<file path="config.mk">
export PLATFORM = sky130hd
export DESIGN_NAME = ladder_swap_unit
export DESIGN_NICKNAME = d
export VERILOG_FILES = /design/src/rtl/ladder_swap_pkg.sv /design/src/rtl/ladder_regs.sv /design/src/rtl/ladder_seq.sv /design/src/rtl/ladder_swap_unit.sv
export SDC_FILE = /design/constraint.sdc
export NUM_CORES = 1
export LEC_CHECK = 0
export BUFFER_PORTS_ARGS = -buffer_cell sky130_fd_sc_hd__buf_2
export CAP_MARGIN = 10
export CORE_MARGIN = 10
export CORE_UTILIZATION = 45
export DETAILED_ROUTE_END_ITERATION = 10
export GPL_ROUTABILITY_DRIVEN = 0
export GPL_TIMING_DRIVEN = 0
export PLACE_DENSITY_LB_ADDON = 0.1
export SLEW_MARGIN = 20
export SYNTH_ARGS = -nofsm -noshare
export SYNTH_HDL_FRONTEND = slang
export SYNTH_SLANG_ARGS = --single-unit
</file>
<file path="constraint.sdc">
create_clock -name clk -period 2.9 [get_ports clk]
set_input_delay 0.145 -clock clk [delete_from_list [all_inputs] [get_ports clk]]
set_output_delay 0.145 -clock clk [all_outputs]
set_load 0.02 [all_outputs]
</file>
<file path="src/rtl/ladder_swap_pkg.sv">
package ladder_swap_pkg;
  typedef struct packed {
    logic loadConst;
    logic loadBase;
    logic swapStep;
    logic sendStep;
    logic recvStep;
    logic selV2;
  } ladderStrobe_t;
endpackage

</file>
<file path="src/rtl/ladder_regs.sv">
module ladder_regs
  import ladder_swap_pkg::*;
#(
  parameter int WORD_W = 34,
  parameter int WORD_CNT = 4,
  parameter logic [WORD_W*WORD_CNT-1:0] START_CONST = '0
) (
  input  logic                         clk,
  input  logic                         rstN,
  input  ladderStrobe_t                strobe,
  input  logic                         keyBit,
  input  logic [WORD_W-1:0]            baseWord,
  input  logic [WORD_W-1:0]            resWord,
  output logic [WORD_W-1:0]            opWord,
  output logic [WORD_W*WORD_CNT-1:0]   regA,
  output logic [WORD_W*WORD_CNT-1:0]   regB
);
  localparam int ELEM_W = WORD_W * WORD_CNT;

  logic [WORD_W-1:0] loA, loB, inA, inB, mask, diff;
  logic [ELEM_W-1:0] shA, shB;
  logic enA, enB;

  assign loA  = regA[WORD_W-1:0];
  assign loB  = regB[WORD_W-1:0];
  assign mask = {WORD_W{keyBit}};
  assign diff = (loA ^ loB) & mask;
  assign opWord = strobe.selV2 ? loB : loA;

  always_comb begin
    inA = loA;
    inB = loB;
    enA = 1'b0;
    enB = 1'b0;
    if (strobe.swapStep) begin
      inA = loA ^ diff;
      inB = loB ^ diff;
      enA = 1'b1;
      enB = 1'b1;
    end
    if (strobe.loadBase) begin
      inB = baseWord;
      enB = 1'b1;
    end
    if (strobe.sendStep) begin
      if (strobe.selV2) enB = 1'b1;
      else              enA = 1'b1;
    end
    if (strobe.recvStep) begin
      if (strobe.selV2) begin
        inB = resWord;
        enB = 1'b1;
      end else begin
        inA = resWord;
        enA = 1'b1;
      end
    end
  end

  generate
    if (WORD_CNT > 1) begin : gMulti
      assign shA = {inA, regA[ELEM_W-1:WORD_W]};
      assign shB = {inB, regB[ELEM_W-1:WORD_W]};
    end else begin : gSingle
      assign shA = inA;
      assign shB = inB;
    end
  endgenerate

  always_ff @(posedge clk) begin
    if (!rstN) begin
      regA <= '0;
      regB <= '0;
    end else begin
      if (strobe.loadConst) regA <= START_CONST;
      else if (enA)         regA <= shA;
      if (enB)              regB <= shB;
    end
  end
endmodule

</file>
<file path="src/rtl/ladder_seq.sv">
module ladder_seq
  import ladder_swap_pkg::*;
#(
  parameter int SCALAR_BITS = 16,
  parameter int WORD_CNT = 4
) (
  input  logic                   clk,
  input  logic                   rstN,
  input  logic                   start,
  input  logic [SCALAR_BITS-1:0] scalarIn,
  input  logic                   dblAck,
  output ladderStrobe_t          strobe,
  output logic                   keyBit,
  output logic [SCALAR_BITS-1:0] keyState,
  output logic                   loadReq,
  output logic                   opValid,
  output logic                   dblReq,
  output logic                   resTake,
  output logic                   done
);
  localparam int BIT_W = $clog2(SCALAR_BITS);
  localparam int CNT_W = $clog2(2 * WORD_CNT) + 1;
  localparam logic [CNT_W-1:0] LAST_ONE = CNT_W'(WORD_CNT - 1);
  localparam logic [CNT_W-1:0] LAST_TWO = CNT_W'(2 * WORD_CNT - 1);
  localparam logic [CNT_W-1:0] HALF     = CNT_W'(WORD_CNT);

  typedef enum logic [2:0] {
    ST_IDLE, ST_LOAD, ST_SWAP_PRE, ST_SEND, ST_WAIT, ST_RECV, ST_SWAP_POST, ST_DONE
  } seqState_t;

  seqState_t state;
  logic [CNT_W-1:0] cnt;
  logic [BIT_W-1:0] bitIdx;
  logic [SCALAR_BITS-1:0] keyReg;

  assign keyBit   = keyReg[bitIdx];
  assign keyState = keyReg;
  assign loadReq  = (state == ST_LOAD);
  assign opValid  = (state == ST_SEND);
  assign dblReq   = (state == ST_WAIT);
  assign resTake  = (state == ST_RECV);
  assign done     = (state == ST_DONE);

  always_comb begin
    strobe = '0;
    case (state)
      ST_IDLE:      strobe.loadConst = start;
      ST_LOAD:      strobe.loadBase = 1'b1;
      ST_SWAP_PRE,
      ST_SWAP_POST: strobe.swapStep = 1'b1;
      ST_SEND: begin
        strobe.sendStep = 1'b1;
        strobe.selV2 = (cnt >= HALF);
      end
      ST_RECV: begin
        strobe.recvStep = 1'b1;
        strobe.selV2 = (cnt >= HALF);
      end
      default: ;
    endcase
  end

  always_ff @(posedge clk) begin
    if (!rstN) begin
      state  <= ST_IDLE;
      cnt    <= '0;
      bitIdx <= '0;
      keyReg <= '0;
    end else begin
      case (state)
        ST_IDLE: if (start) begin
          keyReg <= scalarIn;
          bitIdx <= BIT_W'(SCALAR_BITS - 1);
          cnt    <= '0;
          state  <= ST_LOAD;
        end
        ST_LOAD, ST_SWAP_PRE: if (cnt == LAST_ONE) begin
          cnt   <= '0;
          state <= (state == ST_LOAD) ? ST_SWAP_PRE : ST_SEND;
        end else cnt <= cnt + CNT_W'(1);
        ST_SEND: if (cnt == LAST_TWO) begin
          cnt   <= '0;
          state <= ST_WAIT;
        end else cnt <= cnt + CNT_W'(1);
        ST_WAIT: if (dblAck) state <= ST_RECV;
        ST_RECV: if (cnt == LAST_TWO) begin
          cnt   <= '0;
          state <= ST_SWAP_POST;
        end else cnt <= cnt + CNT_W'(1);
        ST_SWAP_POST: if (cnt == LAST_ONE) begin
          cnt <= '0;
          if (bitIdx == '0) begin
            keyReg <= '0;
            state  <= ST_DONE;
          end else begin
            bitIdx <= bitIdx - BIT_W'(1);
            state  <= ST_SWAP_PRE;
          end
        end else cnt <= cnt + CNT_W'(1);
        ST_DONE: state <= ST_IDLE;
        default: state <= ST_IDLE;
      endcase
    end
  end
endmodule

</file>
<file path="src/rtl/ladder_swap_unit.sv">
module ladder_swap_unit
  import ladder_swap_pkg::*;
#(
  parameter int SCALAR_BITS = 16,
  parameter int WORD_W = 34,
  parameter int WORD_CNT = 4,
  parameter logic [WORD_W*WORD_CNT-1:0] START_CONST = '0
) (
  input  logic                       clk,
  input  logic                       rstN,
  input  logic                       start,
  input  logic [SCALAR_BITS-1:0]     scalarIn,
  input  logic [WORD_W-1:0]          baseWord,
  output logic                       loadReq,
  output logic                       opValid,
  output logic [WORD_W-1:0]          opWord,
  output logic                       dblReq,
  input  logic                       dblAck,
  output logic                       resTake,
  input  logic [WORD_W-1:0]          resWord,
  output logic                       done,
  output logic [WORD_W*WORD_CNT-1:0] resK,
  output logic [WORD_W*WORD_CNT-1:0] resK1
);
  ladderStrobe_t strobe;
  logic keyBit;
  logic [SCALAR_BITS-1:0] keyState;

  ladder_seq #(.SCALAR_BITS(SCALAR_BITS), .WORD_CNT(WORD_CNT)) uSeq (
    .clk(clk), .rstN(rstN), .start(start), .scalarIn(scalarIn), .dblAck(dblAck),
    .strobe(strobe), .keyBit(keyBit), .keyState(keyState),
    .loadReq(loadReq), .opValid(opValid), .dblReq(dblReq),
    .resTake(resTake), .done(done)
  );

  ladder_regs #(.WORD_W(WORD_W), .WORD_CNT(WORD_CNT), .START_CONST(START_CONST)) uRegs (
    .clk(clk), .rstN(rstN), .strobe(strobe), .keyBit(keyBit),
    .baseWord(baseWord), .resWord(resWord), .opWord(opWord),
    .regA(resK), .regB(resK1)
  );
endmodule

</file>
==> metrics <==
P&R area growth vs syn=32.21%; Final Net Count=2289; Slowest cell on crit path=dlygate4sd3_1; largest net degree at the start of global routing=13; Die X=195.3 µm; skew final=0.02195 ns; fin crit share=97.28%; Most used DFF post-synth=dfxtp_1; ys async rst share=0%; Setup TNS Final=0 ns; crit path cell chain=nor2b_1 -> nand2b_1 -> buf_2 -> clkbuf_1 -> clkbuf_1 -> o211ai_1 -> a31oi_1 -> dlygate4sd3_1; Worst Path Max Fanout=10; internal power=7.679 mW; Power Density=624.5 nW/µm²; syn nets=1777; Sw Pwr=3.733 mW; Worst-Skew Late Latency=0.53 ns; Clk network pwr share=38.9%; vias per cell=5.724; Final Hold Fails=0; # Post-CTS Setup Buffers=0; Max rail drop VDD=391.3 µV; Critical Path AT=3.27 ns; Synth Register Bits=299; Longest Clk Path Bufs=3; antenna violations before repair=9; Logic pwr share=22.5%; register area share after synthesis=43.31%; Initial Utilization=45.42%; Worst Hold Launch=resWord[31]; I/O Buffers=397; die height=195.3 µm; Initial DRT Pass Iterations=8; Critical Path Max Stage Delay=0.58 ns; run status=finished, final reports clean; layout cells sized above 1=29.28%; CTS Buf Count=35; Final Util=60.05%; initial DRC count=1181; hold path endpoint=uRegs.regB[133]; Sink Count=299; critical path buffer and inverter count=4; Final Power=11.41 mW; DR WL/cell=22.54 µm; vias in the first global route=14630; Avg Cell Area, Syn=8.193 µm²; worst r2r dst=uRegs.regB[121]; Net Sw Frac=32.71%; Leak=7.587 nW; die area=38130 µm²; cell count after synthesis=1687; htree depth=2; Placement Rows=64; DR DRC count=0; RSZ-0062 raised after global routing=false; Netlist cell types=56; Max Cap Viol=0; hold depth=3; min Tclk post-route=2.821 ns; R2R Path Start=uSeq.state[2]; R2R depth=8; Crit Path Category=reg2reg; cell repeated most along the worst path=clkbuf_1; Slew Viols, Final=0; CTS tree=built; WP data required=3.35 ns; core area=30430 µm²; f_max=354.5 MHz; Worst slew margin=51.80%; flop2flop setup slack=0.08 ns; DP HPWL=45.61 mm; clk slew on worst S/H paths=0.06 ns; number of synthesized flops with an enable pin=0; Post-Syn Area=13820 µm²; gr usage total=29.07%; Routed Antenna Nets=0; final-report setup violation count=0; crit-path leading delay family=buffers and inverters; Critical Path Source Type=register; CTS Root Cell=clkbuf_16; gr ovfl total=0; sequential share of power=38.6%; worst slew pin tran=0.7230 ns; # IOs=399; global-route wire length before repair=87.95 mm; worst setup path start=uSeq.state[2]; Routed WL=59.27 mm; Worst Hold Class=in2reg; CP Capture Type=register; Via Count=15050; yosys warns=0
==> synthesized netlist by cell type (3+ instances only) <==
cell | instances | area (µm²)
nor3_1 | 4 | 20.02
buf_1 | 9 | 33.78
a21oi_1 | 258 | 1291
buf_6 | 4 | 45.04
inv_1 | 4 | 15.01
nand4_1 | 35 | 219.0
nand3_1 | 20 | 100.1
a221oi_1 | 34 | 297.8
xor2_1 | 5 | 43.79
buf_2 | 57 | 285.3
nor2_1 | 45 | 168.9
and2_1 | 4 | 25.02
nand2b_1 | 5 | 31.28
nand2_1 | 470 | 1764
dfxtp_1 | 299 | 5986
nor2b_1 | 4 | 25.02
a211oi_1 | 4 | 30.03
o2111ai_1 | 34 | 297.8
a22oi_1 | 3 | 22.52
mux2i_1 | 6 | 60.06
a31oi_1 | 35 | 219.0
buf_4 | 17 | 127.6
o221ai_1 | 68 | 595.6
o211ai_1 | 35 | 262.8
o21ai_0 | 6 | 30.03
mux2_2 | 102 | 1149
clkbuf_1 | 80 | 300.3
and3_1 | 3 | 18.77
==> final cells by class <==
type	instances	area [µm²]
Timing Repair Buffer	476	2778
Tap cell	396	495.5
Fill cell	2878	12160
Inverter	6	22.52
Sequential cell	299	5986
Multi-Input combinational cell	1215	7023
Clock inverter	10	136.4
Clock buffer	51	1006
Antenna cell	11	27.53
Buffer	166	799.5
==> stage by stage <==
stage | std cells | hold slack (ns) | area [µm²] | worst slack, ns
floorplan | 1687 | 0.2969 | 13820 | 0.8804
global placement | 2480 | 0.4081 | 16300 | 0.3801
detailed placement | 2480 | 0.4141 | 16300 | 0.3634
CTS | 2619 | 0.002679 | 18240 | 0.08185
global route | 2628 | 0.01585 | 18270 | 0.01625
finish | 2630 | 0.01830 | 18270 | 0.07887
==> cells in the final DEF, fill, tap and decap left out, drive strengths merged, types with 9 or more instances in the layout <==
cell         synthesis  routed
a21oi              258     258
a221oi              34      34
a31oi               35      35
buf                 87     480
clkbuf              80     134
dfxtp              299     299
diode                0      11
dlygate4sd3          0      79
inv                  6       9
mux2               102     102
nand2              471     471
nand3               20      20
nand4               35      35
nor2                46      46
o2111ai             36      36
o211ai              35      35
o221ai              68      68
==> state kept, by name (all words and copies together) (netlist names) <==
signal,count
uRegs.regA,136
uRegs.regB,136
uSeq.bitIdx,4
uSeq.cnt,4
uSeq.keyState,16
uSeq.state,3
==> worst max-delay path by stage <==
| stage | endpoint | slack, ns | cells after the start |
|---|---|---|---|
| CTS | uRegs.regB[127] | 0.08 | 9 |
| detailed placement | opWord[18] | 0.36 | 7 |
| global route | uRegs.regB[121] | 0.02 | 8 |
| global placement | opWord[19] | 0.38 | 7 |
| finish | uRegs.regB[121] | 0.08 | 8 |
| floorplan | uSeq.keyState[10] | 0.88 | 8 |
==> what timing repair did <==
item	in CTS	in global routing
gates resized for setup	1	12
gates cloned	0	0
hold buffers	79	0
hold endpoints to repair	50	0
setup endpoints to repair	30	26
==> kinds of logic (layout without fill, tap and decap cells) <==
logic type | after synthesis | after routing | synth area share (%)
mux | 110 | 110 | 9.070
flops | 299 | 299 | 43.31
xor+xnor | 6 | 6 | 0.3802
compound gates | 491 | 491 | 23.10
buf+inv | 173 | 709 | 5.893
other cells | 0 | 11 | 0
fa+ha+maj | 3 | 3 | 0.2534
simple gates | 605 | 605 | 18.00
==> tightest hold or removal path, delay by kind of cell <==
kind                   cells  cell delay (ns)
buffers and inverters      1             0.12
AO/OA/AOI/OAI              2             0.21
==> power by group through the flow <==
stage,clock network [mW],logic (mW),registers (mW)
6_report,4.44,2.57,4.40
5_1_grt,4.67,2.76,4.42
4_1_cts,4.48,2.54,4.40
3_5_place_dp,0,2.44,4.49
3_3_place_gp,0,2.41,4.48
2_1_floorplan,0,1.50,4.54
==> per-layer routing <==
| layer | track usage, % | vias to the layer above | wire length [µm] |
|---|---|---|---|
| met5 | 0 | - | 0 |
| met4 | 11.99 | 0 | 2597 |
| met3 | 5.841 | 154 | 4864 |
| met2 | 47.09 | 735 | 27100 |
| met1 | 37.03 | 7051 | 24710 |
| li1 | - | 7113 | - |
Note: power is estimated with default switching activity, not from simulation.
